## config.mk

```make
export PLATFORM = sky130hd
export DESIGN_NAME = pwr_ctl_guard
export DESIGN_NICKNAME = d
export VERILOG_FILES = /design/src/rtl/pwrctl_pkg.sv /design/src/rtl/pwrctl_decode.sv /design/src/rtl/pwrctl_key_guard.sv /design/src/rtl/pwrctl_ctrl_reg.sv /design/src/rtl/pwr_ctl_guard.sv
export SDC_FILE = /design/constraint.sdc
export NUM_CORES = 1
export LEC_CHECK = 0
export CORE_MARGIN = 4
export CORE_UTILIZATION = 50
export DETAILED_ROUTE_END_ITERATION = 8
export DONT_BUFFER_PORTS = 1
export GPL_TIMING_DRIVEN = 0
export PLACE_DENSITY = 0.71
export SLEW_MARGIN = 20
export SYNTH_ARGS = -nofsm -noshare
export SYNTH_HDL_FRONTEND = slang
export SYNTH_SLANG_ARGS = --single-unit
```

## constraint.sdc

```tcl
create_clock -name clk_i -period 3.2 [get_ports clk_i]
set_input_delay 0.64 -clock clk_i [delete_from_list [all_inputs] [get_ports clk_i]]
set_output_delay 0.64 -clock clk_i [all_outputs]
set_load 0.05 [all_outputs]
```

## src/rtl/pwrctl_pkg.sv

```systemverilog
package pwrctl_pkg;
  localparam int DATA_W = 8;
  localparam int DIV_W  = 2;

  typedef struct packed {
    logic [DIV_W-1:0] div_code;
    logic             clk_sel;
    logic             osc_hi_en;
    logic             osc_lo_en;
  } ctrl_t;

  localparam int CTRL_W = $bits(ctrl_t);

  localparam ctrl_t CTRL_RST = '{div_code: '0, clk_sel: 1'b0,
                                 osc_hi_en: 1'b1, osc_lo_en: 1'b1};

  typedef enum logic [1:0] {
    MODE_RUN   = 2'b00,
    MODE_HALT  = 2'b01,
    MODE_SLEEP = 2'b10,
    MODE_RSVD  = 2'b11
  } mode_e;
endpackage

```

## src/rtl/pwrctl_decode.sv

```systemverilog
module pwrctl_decode #(
  parameter int              ADDR_W    = 8,
  parameter logic [ADDR_W-1:0] CTRL_ADDR = 8'h00,
  parameter logic [ADDR_W-1:0] KEY_ADDR  = 8'h10
) (
  input  logic              wr_en_i,
  input  logic              rd_en_i,
  input  logic [ADDR_W-1:0] addr_i,
  output logic              ctrl_wr_o,
  output logic              key_wr_o,
  output logic              ctrl_hit_o,
  output logic              key_hit_o,
  output logic              rd_o
);
  assign ctrl_hit_o = (addr_i == CTRL_ADDR);
  assign key_hit_o  = (addr_i == KEY_ADDR);
  assign ctrl_wr_o  = wr_en_i & ctrl_hit_o;
  assign key_wr_o   = wr_en_i & key_hit_o;
  assign rd_o       = rd_en_i;

  always_comb begin
    assert (!(ctrl_wr_o && key_wr_o)) else $error("p_one_target_r10");
  end
endmodule

```

## src/rtl/pwrctl_key_guard.sv

```systemverilog
module pwrctl_key_guard
  import pwrctl_pkg::*;
#(
  parameter logic [DATA_W-1:0] KEY = 8'b1001_0110
) (
  input  logic              clk_i,
  input  logic              rst_ni,
  input  logic              key_wr_i,
  input  logic              ctrl_wr_i,
  input  logic [DATA_W-1:0] wdata_i,
  output logic [DATA_W-1:0] key_q_o,
  output logic              unlock_o
);
  logic [DATA_W-1:0] key_q;

  always_ff @(posedge clk_i or negedge rst_ni) begin
    if (!rst_ni)        key_q <= '0;
    else if (ctrl_wr_i) key_q <= '0;  // any control write re-arms the lock
    else if (key_wr_i)  key_q <= wdata_i;
  end

  assign key_q_o  = key_q;
  assign unlock_o = (key_q == KEY);

  p_key_clear_r4: assert property (@(posedge clk_i) disable iff (!rst_ni)
    ctrl_wr_i |=> (key_q_o == '0));
  p_key_load_r5: assert property (@(posedge clk_i) disable iff (!rst_ni)
    key_wr_i && !ctrl_wr_i |=> (key_q_o == $past(wdata_i)));
  p_key_idle_r10: assert property (@(posedge clk_i) disable iff (!rst_ni)
    !key_wr_i && !ctrl_wr_i |=> $stable(key_q_o));
endmodule

```

## src/rtl/pwrctl_ctrl_reg.sv

```systemverilog
module pwrctl_ctrl_reg
  import pwrctl_pkg::*;
(
  input  logic              clk_i,
  input  logic              rst_ni,
  input  logic              ctrl_wr_i,
  input  logic              unlock_i,
  input  logic [CTRL_W-1:0] wdata_i,
  input  logic [1:0]        mode_i,
  output ctrl_t             ctrl_q_o,
  output logic              osc_lo_en_o,
  output logic              osc_hi_en_o,
  output logic              clk_sel_o,
  output logic [DIV_W-1:0]  div_code_o
);
  ctrl_t ctrl_q;
  logic  sleep;
  logic  hi_gate;

  always_ff @(posedge clk_i or negedge rst_ni) begin
    if (!rst_ni)                    ctrl_q <= CTRL_RST;
    else if (ctrl_wr_i && unlock_i) ctrl_q <= ctrl_t'(wdata_i);
  end

  assign sleep   = (mode_e'(mode_i) == MODE_SLEEP);
  // sleeping on the low-speed clock: high-speed source has no consumer
  assign hi_gate = sleep & ctrl_q.clk_sel;

  assign ctrl_q_o    = ctrl_q;
  assign osc_lo_en_o = ctrl_q.osc_lo_en;
  assign osc_hi_en_o = ctrl_q.osc_hi_en & ~hi_gate;
  assign clk_sel_o   = ctrl_q.clk_sel;
  assign div_code_o  = ctrl_q.div_code;

  p_locked_hold_r3: assert property (@(posedge clk_i) disable iff (!rst_ni)
    ctrl_wr_i && !unlock_i |=> $stable(ctrl_q_o));
  p_unlock_load_r2: assert property (@(posedge clk_i) disable iff (!rst_ni)
    ctrl_wr_i && unlock_i |=> (ctrl_q_o == $past(wdata_i)));
  p_sleep_keep_r9: assert property (@(posedge clk_i) disable iff (!rst_ni)
    sleep && !ctrl_wr_i |=> $stable(osc_lo_en_o) && $stable(clk_sel_o) && $stable(div_code_o));
  p_no_write_hold_r10: assert property (@(posedge clk_i) disable iff (!rst_ni)
    !ctrl_wr_i |=> $stable(ctrl_q_o));
endmodule

```

## src/rtl/pwr_ctl_guard.sv

```systemverilog
module pwr_ctl_guard
  import pwrctl_pkg::*;
#(
  parameter int                ADDR_W    = 8,
  parameter logic [ADDR_W-1:0] CTRL_ADDR = 8'h00,
  parameter logic [ADDR_W-1:0] KEY_ADDR  = 8'h10,
  parameter logic [DATA_W-1:0] KEY       = 8'b1001_0110
) (
  input  logic              clk_i,
  input  logic              rst_ni,
  input  logic              wr_en_i,
  input  logic              rd_en_i,
  input  logic [ADDR_W-1:0] addr_i,
  input  logic [7:0]        wdata_i,
  output logic [7:0]        rdata_o,
  input  logic [1:0]        mode_i,
  output logic              osc_lo_en_o,
  output logic              osc_hi_en_o,
  output logic              clk_sel_o,
  output logic [1:0]        div_code_o
);
  localparam int PAD_W = DATA_W - CTRL_W;

  logic              ctrl_wr, key_wr, ctrl_hit, key_hit, rd;
  logic              unlock;
  logic [DATA_W-1:0] key_q;
  ctrl_t             ctrl_q;
  logic [DATA_W-1:0] ctrl_img;
  logic [DATA_W-1:0] rd_mux;
  logic [DATA_W-1:0] rdata_q;

  pwrctl_decode #(.ADDR_W(ADDR_W), .CTRL_ADDR(CTRL_ADDR), .KEY_ADDR(KEY_ADDR)) u_dec (
    .wr_en_i, .rd_en_i, .addr_i,
    .ctrl_wr_o(ctrl_wr), .key_wr_o(key_wr),
    .ctrl_hit_o(ctrl_hit), .key_hit_o(key_hit), .rd_o(rd)
  );

  pwrctl_key_guard #(.KEY(KEY)) u_key (
    .clk_i, .rst_ni,
    .key_wr_i(key_wr), .ctrl_wr_i(ctrl_wr), .wdata_i(wdata_i),
    .key_q_o(key_q), .unlock_o(unlock)
  );

  pwrctl_ctrl_reg u_ctrl (
    .clk_i, .rst_ni,
    .ctrl_wr_i(ctrl_wr), .unlock_i(unlock), .wdata_i(wdata_i[CTRL_W-1:0]),
    .mode_i, .ctrl_q_o(ctrl_q),
    .osc_lo_en_o, .osc_hi_en_o, .clk_sel_o, .div_code_o
  );

  assign ctrl_img = {{PAD_W{1'b0}}, ctrl_q};

  always_comb begin
    rd_mux = '0;
    if (ctrl_hit)     rd_mux = ctrl_img;
    else if (key_hit) rd_mux = key_q;
  end

  always_ff @(posedge clk_i or negedge rst_ni) begin
    if (!rst_ni) rdata_q <= '0;
    else if (rd) rdata_q <= rd_mux;
  end

  assign rdata_o = rdata_q;

  p_ctrl_read_r6: assert property (@(posedge clk_i) disable iff (!rst_ni)
    rd_en_i && (addr_i == CTRL_ADDR) |=> (rdata_o == $past(ctrl_img)));
  p_key_read_r7: assert property (@(posedge clk_i) disable iff (!rst_ni)
    rd_en_i && (addr_i == KEY_ADDR) |=> (rdata_o == $past(key_q)));
  p_rd_hold_r6: assert property (@(posedge clk_i) disable iff (!rst_ni)
    !rd_en_i |=> $stable(rdata_o));
endmodule

```

# ---- Word-level counts from Yosys, hierarchy flattened
# Cells that the tools add are included.
dict set report word_totals {
  reg_bits 21
  wordCells 21
  inputBits 22
  out_inout_bits 13
}
dict set report classes {
  eq_ne 3
  n_bitwise 5
  reduce_logical 3
  mux 4
}
# operator count
set ops {}
lappend ops {{$mux W8} 4}
lappend ops {{$eq A8 B5 Y1 const B} 1}
lappend ops {{$eq A8 B8 Y1 const B} 1}
lappend ops {{$logic_not A8 Y1} 1}
lappend ops {{$and A1 B1 Y1} 4}
lappend ops {{$eq A2 B2 Y1 const B} 1}
lappend ops {{$reduce_bool A2 Y1} 1}
lappend ops {{$logic_and A1 B1 Y1} 1}
lappend ops {{$not A1 Y1} 1}

# ---- Depth between registers and ports, before layout
dict set report depth {
  ltp_word 4
  mapped_depth 5
  depth_no_buf 4
}

# ---- Modules after synthesis
# Synthesis repeated with hierarchy kept, for this count alone.
dict set report unflattened {
  hier_cells 97
  hier_area_um2 1046.0
}
# mod cells_per_inst seq_area_each_um2 instances area_each_um2
set modules_own_cells {}
lappend modules_own_cells {pwr_ctl_guard 41 200.2 1 367.9}
lappend modules_own_cells {pwrctl_key_guard 29 200.2 1 351.6}
lappend modules_own_cells {pwrctl_ctrl_reg 18 127.6 1 234.0}
lappend modules_own_cells {pwrctl_decode 9 0.0 1 92.6}

# ---- Worst setup path after synthesis
# OpenSTA, ideal clock, no wires.
dict set report synth_path {
  path_kind {in2out}
  start {in mode_i[0]}
  end {out osc_hi_en_o}
  stages 2
  t_arrival_ns 1.541
  path_slack_ns 1.019
  required_time_ns 2.560
  path_buffers 0
  path_cell_list {inv_1 > a31oi_1}
}
dict set report synth_via {
  elab_chain_len 4
}
# element line
set synth_lines {}
lappend synth_lines {{start, declared} pwr_ctl_guard.sv:16} ;# input logic [1:0] mode_i,
lappend synth_lines {{$eq A2 B2 Y1} pwrctl_ctrl_reg.sv:25} ;# assign sleep = (mode_e'(mode_i) == MODE_SLEEP);
lappend synth_lines {{$and A1 B1 Y1} pwrctl_ctrl_reg.sv:27} ;# assign hi_gate = sleep & ctrl_q.clk_sel;
lappend synth_lines {{$not A1 Y1} pwrctl_ctrl_reg.sv:31} ;# assign osc_hi_en_o = ctrl_q.osc_hi_en & ~hi_gate;
lappend synth_lines {{$and A1 B1 Y1} pwrctl_ctrl_reg.sv:31}
lappend synth_lines {{end, declared} pwr_ctl_guard.sv:18} ;# output logic osc_hi_en_o,
# Every way passes these cells.

# ---- Worst setup path in the final report
dict set report layout_path {
  start {reg u_ctrl.clk_sel_o (netlist name)}
  end {out osc_hi_en_o}
}
dict set report layout_via {
  elab_chain_len 3
}
# element line
set layout_lines {}
lappend layout_lines {{$and A1 B1 Y1} pwrctl_ctrl_reg.sv:27}
lappend layout_lines {{$not A1 Y1} pwrctl_ctrl_reg.sv:31}
lappend layout_lines {{$and A1 B1 Y1} pwrctl_ctrl_reg.sv:31}
# Every way passes these cells.

==> qor.yml <==
cts:
  cts.htree.levels: 1
  clock-sinks: 21
  clock_latency_ns: 0.30
  tritoncts.num_buffers: 3
  cts-root-buf: "clkbuf_4"
  cts_buffer_depth: 2
  cts_tree: "built"
  clkSlewWorstSetupHoldPaths_ns: 0.12
  cts_repair_resize_count: 0
  cts_setup_buffers: 0
setup_path:
  r2r_setup_slack_ns: 1.50
  max_stage_delay_ns: 0.91
  cp.required_ns: 2.56
  rr_startpoint: "u_key.key_q_o[0]$_DFFE_PN0P_"
  crit_type: "flop to output port"
  crit_buf_inv: 0
  crit_chain: "a31oi_1"
  r2r-end: "u_ctrl.div_code_o[1]$_DFFE_PN0P_"
  crit_arrival_ns: 1.82
  worstSetupStartpointType: "flop"
  cp_top_family: "compound AO/OA/AOI/OAI gates"
  startpoint: "u_ctrl.clk_sel_o$_DFFE_PN0P_"
  cp-end-kind: "output port"
  crit_slowest_cell: "a31oi_1"
  critPathMaxFanout: 4
  worstRegToRegCells: 4
routing:
  via_per_inst: 5.358
  first_iter_violations: 7
  wl_per_cell_um: 15.51
  drt-total-wl_mm: 1.908
  vias: 659
  drc: 0
  ant_nets: 0
  drt_first_pass_iters: 4
synth:
  syn_area_per_cell_um2: 10.63
  ys_seq_elements: 21
  syn-cell-area_um2: 988.4
  synth_area_leader_cell: "dfrtp_1"
  yosysWarnings: 0
  ys_seq_area_frac: 0.5342
  yosysTopAreaCellShare: 0.4810
  yosysUniqueCellTypes: 21
  synth_area_leaders: "dfrtp_1, mux2_4, nand2_1"
  syn-num-nets: 115
  syn_inst: 93
sta:
  relSlewSlack: 0.2293
  finalWorstSetupSlack_ns: 0.7391
  drv_slew: 0
  hold_viol_final: 0
  period_share: 0.7690
  min_period_ns: 2.461
  rsz0062_at_grt: "no"
  tightest_slew_ns: 1.151
  max_freq_ghz: 0.4063
  worst_clock_skew_ns: 0.006398
  setup_viol: 0
  setup_tns_ns: 0
cells_and_area:
  finish.utilization: 0.5868
  n_antenna_cell: 0
  syn2layout_area_growth_pct: 6.962
  fin_nets: 121
  drive_gt1_frac: 0.1837
floorplanning:
  initial_core_util: 0.5486
  dieHeight_um: 52.46
  io_pins: 35
  die-width_um: 52.46
  core-area_mm2: 0.001802
  dieArea_mm2: 0.002752
  num_rows: 15
flow_run:
  drv_cap: 0
status:
  status: "completed"
power_and_ir_drop:
  powerDensity_mw_per_mm2: 400.3
  ir_drop_uv: 242.0
  p_leak_uw: 0.0004672
global_routing:
  grt_pass1_vias: 679
  grt_overflow: 0
  grtUsageTotal: 0.1499
  antenna_found_initial: 0
  grt_pass1_wl_mm: 2.980
  grt_max_degree: 22
worst_hold_path:
  hold_class: "input pin to async pin"
placed_design:
  io_buffers: 0
  place.gp.congestion: 0.7025
  pre_cts_ws_ns: 0.9893
  hpwl_mm: 1.447
[registers in the layout (all words and copies together) (netlist names)]
name and cells:
rdata_o 8, u_ctrl.clk_sel_o 1, u_ctrl.ctrl_q_o 1, u_ctrl.div_code_o 2, u_key.key_q_o 8, u_ctrl.osc_lo_en_o 1
[per-stage QoR]
step | power [uW] | cells | area (um2) | hold slack [ns]
detailed placement | 298.5 | 118 | 1020 | 0.3449
finish | 423.3 | 123 | 1057 | 0.1598
CTS | 421.9 | 122 | 1047 | 0.005565
floorplan | 294.1 | 93 | 988.4 | 0.3444
global placement | 297.5 | 118 | 1020 | 0.3450
global route | 444.0 | 123 | 1057 | 0.1375
[cell usage in the layout, fill, tap and decap left out, drive strengths merged]
cell type and n:
o22ai 5, inv 10, nor4 1, nor2 1, dfrtp 19, a31oi 1, clkinv 1, or3 1
dfstp 2, nand3 5, and3 1, buf 3, nor3 2, nand2 17, mux2i 5, mux2 5
clkbuf 6, dlygate4sd3 1, o21ai 11, nand4b 1
[what timing repair did]
action,in CTS,in global routing
hold buffers,0,1
endpoints found under the hold margin,0,19
setup endpoints to repair,0,0
[routing by layer]
layer	track usage	vias up	part of all wire
met5	0	-	0
met2	0.2293	29	0.47
met4	0.05106	0	0.010
li1	-	322	-
met1	0.2022	304	0.43
met3	0.04274	4	0.084
[cell type report]
class                      instances  area, um2
multi-input combinational         56      391.6
tap                               25      31.28
inverter                          10      37.54
fill                             173      744.5
sequential                        21      528.0
clock buffer                       3      22.52
buffer                             6      31.28
clock inverter                     1      5.005
timing repair buffer               1      10.01
[where the power goes]
group / total [uW] / switching, uW / internal [uW]
sequential: 274 / 4.12 / 270
combinational: 24.0 / 15.5 / 8.46
clock: 125 / 78.4 / 46.6
[logic make-up (layout without fill, tap and decap cells)]
| kind of cell | Yosys count | count (layout) | synth area share |
|---|---|---|---|
| flip-flops | 21 | 21 | 0.5342 |
| buffers and inverters | 16 | 21 | 0.06961 |
| AO/OA/AOI/OAI | 17 | 17 | 0.09367 |
| AND/OR/NAND/NOR | 29 | 29 | 0.1760 |
| multiplexers | 10 | 10 | 0.1266 |
[Yosys cell counts]
cell	n
dfrtp_1	19
or3_1	1
nor4_4	1
o21ai_0	11
clkbuf_1	3
buf_4	2
nand3_1	4
nand4b_1	1
nor2_1	1
inv_1	10
nor3_4	1
nand2_1	17
a31oi_1	1
dfstp_2	2
nand3_4	1
mux2i_1	5
nor3_2	1
o22ai_1	5
buf_2	1
and3_1	1
mux2_4	5
[how the worst max path moves through the flow]
stage	endpoint	slack, ns	depth (start not counted)
after floorplan	osc_hi_en_o	1.02	2
after global placement	osc_hi_en_o	1.0	2
after detailed placement	osc_hi_en_o	0.99	2
after CTS	osc_hi_en_o	0.72	1
after global routing	osc_hi_en_o	0.69	1
final	osc_hi_en_o	0.74	1
Power figures use the tool's default switching activity.
